===== config.mk =====
export PLATFORM = sky130hd
export DESIGN_NAME = insn_decoder
export DESIGN_NICKNAME = d
export VERILOG_FILES = /design/src/rtl/insn_dec_pkg.sv /design/src/rtl/insn_dec_operand.sv /design/src/rtl/insn_dec_opcode.sv /design/src/rtl/insn_decoder.sv
export SDC_FILE = /design/constraint.sdc
export NUM_CORES = 1
export LEC_CHECK = 0
export BUFFER_PORTS_ARGS = -buffer_cell sky130_fd_sc_hd__buf_2
export CAP_MARGIN = 20
export CORE_MARGIN = 2
export CORE_UTILIZATION = 50
export CTS_CLUSTER_DIAMETER = 50
export CTS_CLUSTER_SIZE = 30
export DETAILED_ROUTE_END_ITERATION = 16
export PLACE_DENSITY_LB_ADDON = 0.08
export SETUP_SLACK_MARGIN = 0.05
export SYNTH_ARGS = -nofsm -noshare
export SYNTH_HDL_FRONTEND = slang
export SYNTH_SLANG_ARGS = --single-unit

===== constraint.sdc =====
create_clock -name clk -period 5.05 [get_ports clk]
set_input_delay 1.01 -clock clk [delete_from_list [all_inputs] [get_ports clk]]
set_output_delay 1.01 -clock clk [all_outputs]
set_load 0.01 [all_outputs]

===== src/rtl/insn_dec_pkg.sv =====
package insn_dec_pkg;

  localparam int unsigned WORD_W   = 16;
  localparam int unsigned OPC_W    = 5;
  localparam int unsigned BF_W     = 5;
  localparam int unsigned AF_W     = 6;
  localparam int unsigned REG_W    = 3;
  localparam int unsigned WCNT_W   = 2;
  localparam int unsigned LIT_BIAS = 33;

  localparam int unsigned OPC_LSB  = 0;
  localparam int unsigned BF_LSB   = OPC_LSB + OPC_W;
  localparam int unsigned AF_LSB   = BF_LSB + BF_W;

  typedef struct packed {
    logic [REG_W-1:0]  ridx;
    logic              reg_used;
    logic              next;
    logic              mem;
    logic              stk;
    logic              peek;
    logic              sp_rel;
    logic              sel_sp;
    logic              sel_pc;
    logic              sel_ex;
    logic              imm;
    logic [WORD_W-1:0] imm_val;
  } operand_t;

endpackage


===== src/rtl/insn_dec_operand.sv =====
module insn_dec_operand
  import insn_dec_pkg::*;
#(
  parameter bit IS_SRC = 1'b1
) (
  input  logic [AF_W-1:0] code,
  output operand_t        desc
);

  localparam int unsigned GRP_W = AF_W - REG_W;

  logic [GRP_W-1:0]  grp;
  logic [REG_W-1:0]  low;
  logic [WORD_W-1:0] lit_val;
  logic              lit_ok;

  assign grp = code[AF_W-1:REG_W];
  assign low = code[REG_W-1:0];

  generate
    if (IS_SRC) begin : g_lit
      assign lit_ok  = 1'b1;
      assign lit_val = WORD_W'(code) - WORD_W'(LIT_BIAS);
    end else begin : g_nolit
      assign lit_ok  = 1'b0;
      assign lit_val = '0;
    end
  endgenerate

  always_comb begin
    desc = '0;
    case (grp)
      3'd0: begin
        desc.reg_used = 1'b1;
        desc.ridx     = low;
      end
      3'd1: begin
        desc.reg_used = 1'b1;
        desc.mem      = 1'b1;
        desc.ridx     = low;
      end
      3'd2: begin
        desc.reg_used = 1'b1;
        desc.mem      = 1'b1;
        desc.next     = 1'b1;
        desc.ridx     = low;
      end
      3'd3: begin
        case (low)
          3'd0: begin
            desc.stk = 1'b1;
            desc.mem = 1'b1;
          end
          3'd1: begin
            desc.peek = 1'b1;
            desc.mem  = 1'b1;
          end
          3'd2: begin
            desc.sp_rel = 1'b1;
            desc.mem    = 1'b1;
            desc.next   = 1'b1;
          end
          3'd3: desc.sel_sp = 1'b1;
          3'd4: desc.sel_pc = 1'b1;
          3'd5: desc.sel_ex = 1'b1;
          3'd6: begin
            desc.mem  = 1'b1;
            desc.next = 1'b1;
          end
          default: desc.next = 1'b1;
        endcase
      end
      default: begin
        desc.imm     = lit_ok;
        desc.imm_val = lit_val;
      end
    endcase
  end

endmodule


===== src/rtl/insn_dec_opcode.sv =====
module insn_dec_opcode
  import insn_dec_pkg::*;
(
  input  logic [OPC_W-1:0] opc,
  input  logic [BF_W-1:0]  sub,
  output logic             special,
  output logic [OPC_W-1:0] op,
  output logic             illegal
);

  logic basic_ok;
  logic ext_ok;

  always_comb begin
    case (opc)
      5'h18, 5'h19, 5'h1C, 5'h1D, 5'h00: basic_ok = 1'b0;
      default:                           basic_ok = 1'b1;
    endcase
  end

  always_comb begin
    case (sub)
      5'h01,
      5'h08, 5'h09, 5'h0A, 5'h0B, 5'h0C,
      5'h10, 5'h11, 5'h12: ext_ok = 1'b1;
      default:             ext_ok = 1'b0;
    endcase
  end

  assign special = (opc == '0);
  assign op      = special ? OPC_W'(sub) : opc;
  assign illegal = special ? !ext_ok : !basic_ok;

endmodule


===== src/rtl/insn_decoder.sv =====
module insn_decoder
  import insn_dec_pkg::*;
(
  input  logic              clk,
  input  logic              rst,
  input  logic              in_valid,
  input  logic [WORD_W-1:0] in_word,
  output logic              out_valid,
  output logic              out_special,
  output logic [OPC_W-1:0]  out_op,
  output logic              out_illegal,
  output logic [WCNT_W-1:0] ext_words,
  output logic              b_word_ofs,
  output logic [REG_W-1:0]  a_reg,
  output logic              a_reg_used,
  output logic              a_next,
  output logic              a_mem,
  output logic              a_pop,
  output logic              a_peek,
  output logic              a_sp_rel,
  output logic              a_sel_sp,
  output logic              a_sel_pc,
  output logic              a_sel_ex,
  output logic              a_imm,
  output logic [WORD_W-1:0] a_imm_val,
  output logic [REG_W-1:0]  b_reg,
  output logic              b_reg_used,
  output logic              b_next,
  output logic              b_mem,
  output logic              b_push,
  output logic              b_peek,
  output logic              b_sp_rel,
  output logic              b_sel_sp,
  output logic              b_sel_pc,
  output logic              b_sel_ex
);

  logic [OPC_W-1:0] opc_f;
  logic [BF_W-1:0]  bf_f;
  logic [AF_W-1:0]  af_f;

  assign opc_f = in_word[OPC_LSB +: OPC_W];
  assign bf_f  = in_word[BF_LSB  +: BF_W];
  assign af_f  = in_word[AF_LSB  +: AF_W];

  logic             spc_d;
  logic [OPC_W-1:0] op_d;
  logic             ill_d;
  operand_t         src_d;
  operand_t         dst_raw;
  operand_t         dst_d;
  logic [WCNT_W-1:0] cnt_d;
  logic             ofs_d;

  insn_dec_opcode opc_i (
    .opc     (opc_f),
    .sub     (bf_f),
    .special (spc_d),
    .op      (op_d),
    .illegal (ill_d)
  );

  insn_dec_operand #(.IS_SRC(1'b1)) src_i (
    .code (af_f),
    .desc (src_d)
  );

  insn_dec_operand #(.IS_SRC(1'b0)) dst_i (
    .code ({{(AF_W-BF_W){1'b0}}, bf_f}),
    .desc (dst_raw)
  );

  assign dst_d = spc_d ? '0 : dst_raw;
  assign cnt_d = WCNT_W'(src_d.next) + WCNT_W'(dst_d.next);
  assign ofs_d = src_d.next && dst_d.next;

  operand_t src_q;
  operand_t dst_q;

  always_ff @(posedge clk) begin
    if (rst) begin
      out_valid   <= 1'b0;
      out_special <= 1'b0;
      out_op      <= '0;
      out_illegal <= 1'b0;
      ext_words   <= '0;
      b_word_ofs  <= 1'b0;
      src_q       <= '0;
      dst_q       <= '0;
    end else begin
      out_valid <= in_valid;
      if (in_valid) begin
        out_special <= spc_d;
        out_op      <= op_d;
        out_illegal <= ill_d;
        ext_words   <= cnt_d;
        b_word_ofs  <= ofs_d;
        src_q       <= src_d;
        dst_q       <= dst_d;
      end
    end
  end

  assign a_reg      = src_q.ridx;
  assign a_reg_used = src_q.reg_used;
  assign a_next     = src_q.next;
  assign a_mem      = src_q.mem;
  assign a_pop      = src_q.stk;
  assign a_peek     = src_q.peek;
  assign a_sp_rel   = src_q.sp_rel;
  assign a_sel_sp   = src_q.sel_sp;
  assign a_sel_pc   = src_q.sel_pc;
  assign a_sel_ex   = src_q.sel_ex;
  assign a_imm      = src_q.imm;
  assign a_imm_val  = src_q.imm_val;

  assign b_reg      = dst_q.ridx;
  assign b_reg_used = dst_q.reg_used;
  assign b_next     = dst_q.next;
  assign b_mem      = dst_q.mem;
  assign b_push     = dst_q.stk;
  assign b_peek     = dst_q.peek;
  assign b_sp_rel   = dst_q.sp_rel;
  assign b_sel_sp   = dst_q.sel_sp;
  assign b_sel_pc   = dst_q.sel_pc;
  assign b_sel_ex   = dst_q.sel_ex;

endmodule


==> reports/qor.csv, run 1 <==
metric,value,unit
status,finished clean,
Core ar.,3940,µm²
area of the multi-input gates,968,µm²
post-CTS setup buffer count,0,
CP max-delay cell,or4_1,
H-tree depth,2,
crit-path cells,"buf_2, inv_1, buf_16, or4_1, o31ai_1",
Synth Area per Inst,8.39,µm²
Initial Util,50.9,%
All-Layer GR Usage,20.1,%
Longest Clk Path Bufs,2,
worst hold path depth,2,
crit path max fanout,37,
CP startpoint kind,primary input,
Setup Viol. Count Final,0,
Layout area overhead,21.3,%
residual DRC count,0,
Via Count,1769,
relative slew slack,54.0,%
maximum clock rate,399,MHz
Via-to-Cell Ratio,5.20,
# diodes,0,
hold path start,a_sel_ex,
Post-CTS Hold Buffers,0,
highest-count cells in the layout ignoring fill and taps,"buf_2 (70), dfxtp_1 (42), nor2_1 (27)",
worst reg2reg setup slack,4.31,ns
I/O Pins,71,
RSZ-0062 raised after global routing,false,
Final Hold Vio Count,0,
Routed WL,4.40,mm
Detail Route Antenna Nets,0,
hold endpoint,a_sel_ex,
number of flip-flops in the largest register,7,
Slew Limit Fails,0,
fraction of layout cells with a size suffix above 1,29.0,%
Resized cells post-CTS,0,
P per Cell Area,315,nW/µm²
Slowest Stage Delay on Critical Path,0.55,ns
Setup TNS,0,ns
fin cells,340,
vias in the first global route,1469,
Lkg Pwr,1.14,nW
Die ar.,4530,µm²
drt first pass iters,4,
Worst-Margin Slew,0.691,ns
fin crit share,49.7,%
Die Height,67.3,µm
Post-synth EDFFs,0,
top post-synthesis cells by area,"dfxtp_1 (42%), ha_1 (6.2%), a21oi_1 (6.0%), nor2_1 (5.1%), nand2_1 (4.5%)",
Unique masters post-synth,41,
Post-Synthesis Cells,239,
pin count of the biggest net entering global routing,41,
Fillers,382,
I/O Buffers,70,
WL/cell,13.0,µm
reg2reg end,a_imm_val[14],
Worst VDD drop,214,µV
Synth top area share,41.9,%
Clock transition at path regs,0.08,ns
"Arr. time, crit path",2.72,ns
hold crit path type,reg2reg,
placed insts,331,
Storage cell area,841,µm²
Final min period,2.51,ns
grt total ovfl,0,
ys async rst share,0,%
"Seq/Total Area, Yosys",41.9,%
CTS Buf Count,5,
CP top delay family,buffers and inverters,
Crit Path Class,in2reg,
Post-Syn Area,2010,µm²
FF-to-FF Start,a_imm_val[14],
Layout Nets,318,
Required @ worst endpoint,5.26,ns
CP Capture Type,flop,
buffer and inverter count on the worst path,3,
clock sink count,42,
"most common cell after layout, fill and taps aside",buf_2,
max cap viols,0,
antenna violations before repair,0,
die width,67.3,µm
post-DP HPWL,3.01,mm
clk_skew,0,ns
CTS tree,done,
Reg2Reg Depth,2,
Iteration-0 DRC Markers,66,
"Top FF cell, synth",dfxtp_1,
FP Rows,23,
worst skew pair latency,0.30,ns
"FF+latch count, synth",42,
CTS Root Cell,clkbuf_8,
first-pass GRT wire length,6.83,mm
gp weighted congestion,0.826,
dominant cell type by area after synthesis,dfxtp_1,
Syn Nets,268,
Synthesis Warnings,0,
[worst reg2reg max path, cell delays in order (launching register included)]
cell and delay, ns:
dfxtp_1 0.47, nand2_1 0.09, a21oi_1 0.11
[cell usage after synthesis, types with 3 or more instances]
library cell and n:
a211oi_1 3, a21oi_1 24, a22oi_1 4, buf_4 11, clkbuf_1 14, dfxtp_1 42, ha_1 10, inv_1 11
mux2i_1 6, nand2_1 24, nand2b_1 4, nand3_1 13, nand4_1 3, nor2_1 27, nor3_1 8, nor3b_1 3
o32ai_1 3
[worst max path at each step]
stage           startpoint           end  depth (start not counted)
2_1_floorplan  in_word[10]  ext_words[0]                          7
3_3_place_gp      in_valid      b_sp_rel                          4
3_5_place_dp      in_valid      b_sp_rel                          4
4_1_cts           in_valid      b_sp_rel                          4
5_1_grt           in_valid      b_sp_rel                          5
6_report          in_valid      b_sp_rel                          5
[logic make-up (layout without fill, tap and decap cells)]
family                     count (synthesis)  after routing  synth area share, %
xor gates and xnor gates                   3              3                 1.31
AOI/OAI and AO/OA                         45             45                 14.7
adders and majority gates                 10             10                 6.24
muxes                                      6              6                 2.99
buffers and inverters                     39             90                 9.79
DFF                                       42             42                 41.9
and+or+nand+nor                           94             94                 23.1
[layout make-up]
| class | instances | share of cell area (%) |
|---|---|---|
| tap | 50 | 2.57 |
| timing repair buffer | 71 | 15.5 |
| multi-input combinational | 158 | 39.8 |
| clock buffer | 6 | 3.39 |
| inverter | 11 | 1.70 |
| sequential | 42 | 34.6 |
| clock inverter | 2 | 2.47 |
[layer usage]
metal	part of all wire [%]	global-route usage [%]	vias up
li1	-	-	913
met1	51	29.3	796
met2	42	28.1	55
met3	5.6	4.17	5
met4	1.3	9.18	0
met5	0	0	-
[stage by stage]
step | util [%] | power [mW] | instance area (µm²) | setup slack [ns] | hold slack [ns]
after floorplan | - | 0.415 | 2010 | 2.68 | 0.476
after global placement | 57.4 | 0.445 | 2260 | 1.93 | 0.446
after detailed placement | 57.4 | 0.446 | 2260 | 1.90 | 0.447
after CTS | 61.0 | 0.771 | 2410 | 2.20 | 0.461
after global routing | 61.7 | 0.804 | 2430 | 2.46 | 0.482
final | 61.7 | 0.767 | 2430 | 2.54 | 0.459
[where the power goes]
part | internal (mW) | total (mW) | switching (mW)
combinational | 0.0357 | 0.0925 | 0.0568
sequential | 0.343 | 0.348 | 0.00557
clock | 0.211 | 0.326 | 0.115
total | 0.589 | 0.767 | 0.177
Power figures use the tool's default switching activity.
==> run 2: changes to the inputs <==
- CORE_UTILIZATION: 50 -> 44
- clock period: 5.05 -> 2.3 ns (I/O delays scaled with it)
==> reports/qor.csv, run 2 (same netlist as run 1, synthesis figures left out) <==
metric,value,unit,change
CTS Root Cell,clkbuf_8,,
H-tree depth,2,,unchanged
area of the multi-input gates,968,µm²,unchanged
power share of the clock group,33.3,%,-9.2 points
crit path max fanout,8,,-78%
placed cell areas,2300,µm²,+1.8%
hold endpoint,b_reg[0],,
status,finished clean,,
Initial Util,45.7,%,-5.1 points
CP dominant cell by count,ha_1,,
Layout area overhead,19.4,%,
post-layout util,54.6,%,-7.1 points
vias in the first global route,1580,,+7.6%
worst skew pair latency,0.28,ns,-0.02 ns
fraction of layout cells with a size suffix above 1,29.6,%,+0.63 points
# diodes,0,,unchanged
Reg2Reg Depth,2,,unchanged
hold crit path type,reg2reg,,
FF-to-FF Start,a_imm_val[14],,
Clock transition at path regs,0.08,ns,about the same
Layout Nets,322,,+1.3%
CP max-delay cell,or3_1,,
P per Cell Area,606,nW/µm²,+92%
Detail Route Antenna Nets,0,,unchanged
relative slew slack,63.2,%,+9.3 points
"most common cell after layout, fill and taps aside",buf_2,,
Resized cells post-CTS,0,,unchanged
Reg power frac,52.7,%,+7.3 points
sw frac,26.1,%,+2.9 points
number of flip-flops in the largest register,7,,unchanged
gp weighted congestion,0.854,,+3.4%
All-Layer GR Usage,18.6,%,-1.5 points
first-pass GRT wire length,7.67,mm,+12%
FP Rows,24,,+4.3%
WL/cell,13.2,µm,+2.1%
Final min period,1.86,ns,
CP startpoint kind,primary input,,
Via Count,1794,,+1.4%
clk_skew,0,ns,unchanged
antenna violations before repair,0,,unchanged
Routed WL,4.58,mm,+3.9%
residual DRC count,0,,unchanged
Cell Int Power,1.07,mW,+82%
placed insts,338,,+2.1%
fin cells,346,,+1.8%
CP Capture Type,flop,,
max cap viols,0,,unchanged
post-CTS setup buffer count,0,,unchanged
worst hold path depth,2,,unchanged
die width,71.5,µm,+6.2%
Overall Power,1.45,mW,+89%
Worst-Margin Slew,0.551,ns,-0.140 ns
Storage cell area,841,µm²,unchanged
post-DP HPWL,3.27,mm,+8.6%
Via-to-Cell Ratio,5.18,,-0.35%
reg2reg end,a_imm_val[14],,
CP top delay family,adder cells,,
CTS Buf Count,5,,unchanged
I/O Buffers,70,,unchanged
Final Hold Vio Count,0,,unchanged
Setup Viol. Count Final,0,,unchanged
Required @ worst endpoint,2.46,ns,-2.80 ns
worst reg2reg setup slack,1.58,ns,-2.73 ns
Worst VDD drop,491,µV,+130%
Post-CTS Hold Buffers,0,,unchanged
Longest Clk Path Bufs,2,,unchanged
highest-count cells in the layout ignoring fill and taps,"buf_2 (70), dfxtp_1 (42), nor2_1 (27)",,
Slowest Stage Delay on Critical Path,0.37,ns,-0.18 ns
Slew Limit Fails,0,,unchanged
pin count of the biggest net entering global routing,40,,-2.4%
final instance area,2390,µm²,-1.6%
Setup TNS,0,ns,unchanged
I/O Pins,71,,unchanged
CTS tree,done,,
buffer and inverter count on the worst path,2,,-1
crit-path cells,"buf_2, inv_1, ha_1, or3_1, a31oi_1, ha_1, mux2i_1, nor2_1",,
Die Height,71.5,µm,+6.2%
Fillers,448,,+17%
drt first pass iters,4,,unchanged
"Arr. time, crit path",2.02,ns,-0.70 ns
Comb pwr share,14.0,%,+1.9 points
grt total ovfl,0,,unchanged
Lkg Pwr,1.13,nW,-0.98%
maximum clock rate,539,MHz,
Core ar.,4380,µm²,+11%
fin crit share,80.7,%,
Crit Path Class,in2reg,,
RSZ-0062 raised after global routing,false,,
clock sink count,42,,unchanged
hold path start,b_reg[0],,
Net Switching,378,µW,+110%
Iteration-0 DRC Markers,81,,+23%
Die ar.,5110,µm²,+13%
==> run 2: cell count changes in the layout (fill, tap and decap cells not counted), sizes merged <==
cell    change
bufinv      -2
clkinv      +1
buf         +4
clkbuf      +1
==> run 2: how the worst max path moves through the flow <==
stage                     cells past startpoint            to        start  slack (ns)
after floorplan                               7  ext_words[0]  in_word[10]        0.48
after global placement                        8  ext_words[0]  in_word[10]        0.22
after detailed placement                      8  ext_words[0]  in_word[10]        0.14
after CTS                                     8  ext_words[0]  in_word[10]        0.43
after global routing                          8  ext_words[0]  in_word[10]        0.30
final                                         8  ext_words[0]  in_word[10]        0.44
==> run 2: power groups by stage <==
stage          sequential (mW)  combinational (mW)  clock (mW)
2_1_floorplan            0.795               0.116           0
3_3_place_gp             0.782               0.203           0
4_1_cts                  0.765               0.206       0.502
5_1_grt                  0.768               0.230       0.526
6_report                 0.765               0.203       0.484
3_5_place_dp             0.782               0.205           0
==> run 2: layout make-up <==
| type | instances | share of cell area (%) |
|---|---|---|
| clock inverter | 1 | 0.209 |
| sequential | 42 | 35.1 |
| timing repair buffer | 75 | 16.2 |
| tap | 52 | 2.72 |
| multi-input combinational | 158 | 40.4 |
| clock buffer | 7 | 3.61 |
| inverter | 11 | 1.72 |
==> run 2: tightest hold or removal path: stages (launching register included) <==
cell	delay, ns
dfxtp_1	0.31
nand2_1	0.06
a21oi_1	0.05
==> run 2: metrics by stage <==
step / hold WS, ns / setup WS (ns)
floorplan: 0.476 / 0.483
global placement: 0.447 / 0.219
detailed placement: 0.452 / 0.136
CTS: 0.463 / 0.434
global route: 0.485 / 0.296
finish: 0.461 / 0.443
==> run 2: layer usage <==
metal  vias to the layer above  GRT usage [%]  routed length [µm]
li1                        921              -                   -
met1                       819           28.5                2490
met2                        50           26.3                1810
met3                         4           4.36                 238
met4                         0           4.40                  44
met5                         -              0                   0
==> run 3: changes to the inputs <==
- clock period: 2.3 -> 1.5 ns (I/O delays scaled with it)
==> reports/qor.csv, run 3 (same netlist as run 1, synthesis figures left out) <==
metric,value,unit,change
Die ar.,5110,µm²,unchanged
CTS Buf Count,5,,unchanged
Overall Power,2.29,mW,+58%
placed cell areas,2460,µm²,+6.8%
Initial Util,45.7,%,unchanged
final instance area,2620,µm²,+9.4%
CTS tree,done,,
Required @ worst endpoint,1.67,ns,-0.79 ns
worst hold path depth,3,,+1
Die Height,71.5,µm,unchanged
Net Switching,602,µW,+59%
Core ar.,4380,µm²,unchanged
gp weighted congestion,0.798,,-6.6%
# diodes,0,,unchanged
Clock transition at path regs,0.08,ns,about the same
"most common cell after layout, fill and taps aside",buf_2,,
CP dominant cell by count,ha_4,,
relative slew slack,67.9,%,+4.6 points
clk_skew,0,ns,unchanged
grt total ovfl,0,,unchanged
highest-count cells in the layout ignoring fill and taps,"buf_2 (68), dfxtp_1 (42), nor2_1 (27)",,
die width,71.5,µm,unchanged
fin crit share,95.3,%,
Final min period,1.43,ns,
Cell Int Power,1.69,mW,+58%
Layout area overhead,30.6,%,
worst skew pair latency,0.29,ns,about the same
Worst-Margin Slew,0.481,ns,-0.0695 ns
vias in the first global route,1712,,+8.4%
Via-to-Cell Ratio,5.11,,-1.4%
crit path max fanout,3,,-5
Comb pwr share,16.4,%,+2.4 points
Crit Path Class,in2reg,,
WL/cell,13.1,µm,-0.84%
Iteration-0 DRC Markers,99,,+22%
CP max-delay cell,or3_4,,
Longest Clk Path Bufs,2,,unchanged
sw frac,26.2,%,+0.16 points
first-pass GRT wire length,8.07,mm,+5.2%
Reg2Reg Depth,2,,unchanged
Storage cell area,841,µm²,unchanged
Slowest Stage Delay on Critical Path,0.39,ns,+0.02 ns
P per Cell Area,876,nW/µm²,+45%
clock sink count,42,,unchanged
Setup Viol. Count Final,0,,unchanged
number of flip-flops in the largest register,7,,unchanged
CP startpoint kind,primary input,,
"Arr. time, crit path",1.60,ns,-0.42 ns
Via Count,1876,,+4.6%
CTS Root Cell,clkbuf_8,,
drt first pass iters,4,,unchanged
RSZ-0062 raised after global routing,false,,
CP Capture Type,flop,,
minimum hold slack,0.345,ns,-0.116 ns
Routed WL,4.81,mm,+5.2%
H-tree depth,2,,unchanged
Reg power frac,51.1,%,-1.6 points
fin cells,367,,+6.1%
power share of the clock group,32.6,%,-0.7 points
fraction of layout cells with a size suffix above 1,36.2,%,+6.6 points
area of the multi-input gates,1010,µm²,+4.7%
Lkg Pwr,1.23,nW,+9.4%
placed insts,359,,+6.2%
Worst VDD drop,408,µV,-17%
I/O Buffers,70,,unchanged
All-Layer GR Usage,19.9,%,+1.3 points
Post-CTS Hold Buffers,0,,unchanged
FP Rows,24,,unchanged
max cap viols,0,,unchanged
crit-path cells,"buf_8, inv_4, ha_4, or3_4, a31oi_4, ha_4, mux2i_1, nor2_1",,
Fillers,402,,-10%
I/O Pins,71,,unchanged
Layout Nets,343,,+6.5%
Slew Limit Fails,0,,unchanged
Final Hold Vio Count,0,,unchanged
status,finished clean,,
post-DP HPWL,3.49,mm,+6.7%
pin count of the biggest net entering global routing,40,,unchanged
antenna violations before repair,0,,unchanged
pre-CTS setup slack,-0.365,ns,-0.501 ns
final worst slack,0.0702,ns,-0.373 ns
hold crit path type,in2reg,,
maximum clock rate,699,MHz,
residual DRC count,0,,unchanged
Detail Route Antenna Nets,0,,unchanged
run 3: changes by cell type in the layout (fill, tap and decap cells not counted):
cell	before	now
or3_1	1	0
inv_1	11	9
buf_6	0	1
buf_4	5	26
buf_8	0	1
ha_4	0	2
buf_2	70	68
or3_4	0	1
a31oi_4	0	1
a31oi_1	2	1
inv_4	0	2
ha_1	10	8
run 3: worst max-delay path, delay by kind of cell:
kind / cells / cell delay (ns)
and+or+nand+nor: 2 / 0.44
muxes: 1 / 0.13
buffers and inverters: 2 / 0.11
adders and majority gates: 2 / 0.38
AOI/OAI and AO/OA: 1 / 0.24
run 3: metrics by stage:
step                utilization, %  setup TNS (ns)
floorplan                        -          -0.215
global placement              56.1           -1.38
detailed placement            56.1           -1.66
CTS                           58.7               0
global route                  59.7               0
finish                        59.7               0
run 3: cell type report:
| class | instances | share of cell area [%] |
|---|---|---|
| multi-input combinational | 158 | 38.7 |
| sequential | 42 | 32.1 |
| inverter | 11 | 1.77 |
| clock buffer | 7 | 3.30 |
| timing repair buffer | 96 | 21.5 |
| tap | 52 | 2.48 |
| clock inverter | 1 | 0.191 |
run 3: layer usage:
| metal | vias to the layer above | GRT usage [%] | part of all wire (%) |
|---|---|---|---|
| met1 | 853 | 29.6 | 51 |
| li1 | 960 | - | - |
| met5 | - | 0 | 0 |
| met2 | 59 | 28.2 | 42 |
| met3 | 4 | 4.78 | 6.4 |
| met4 | 0 | 6.29 | 0.96 |
run 3: repair_timing:
item                       4_1_cts  5_1_grt
setup endpoints to repair        1        1
pin swaps                        3        4
setup buffers                    0        0
resized for setup                4        9
run 3: power by group through the flow:
stage                     Sequential (mW)  Clock [mW]  Combinational, mW
after floorplan                      1.22           0              0.177
after global placement               1.20           0              0.353
after detailed placement             1.20           0              0.356
after CTS                            1.17       0.779              0.365
after global routing                 1.18       0.822              0.414
final                                1.17       0.747              0.375
run 3: final timing paths:
path,from,end,slack [ns]
min reg2reg,a_sp_rel,a_sp_rel,0.46
max,in_word[11],ext_words[0],0.07
max reg2reg,a_imm_val[14],a_imm_val[14],0.79
min,in_word[0],out_op[0],0.34
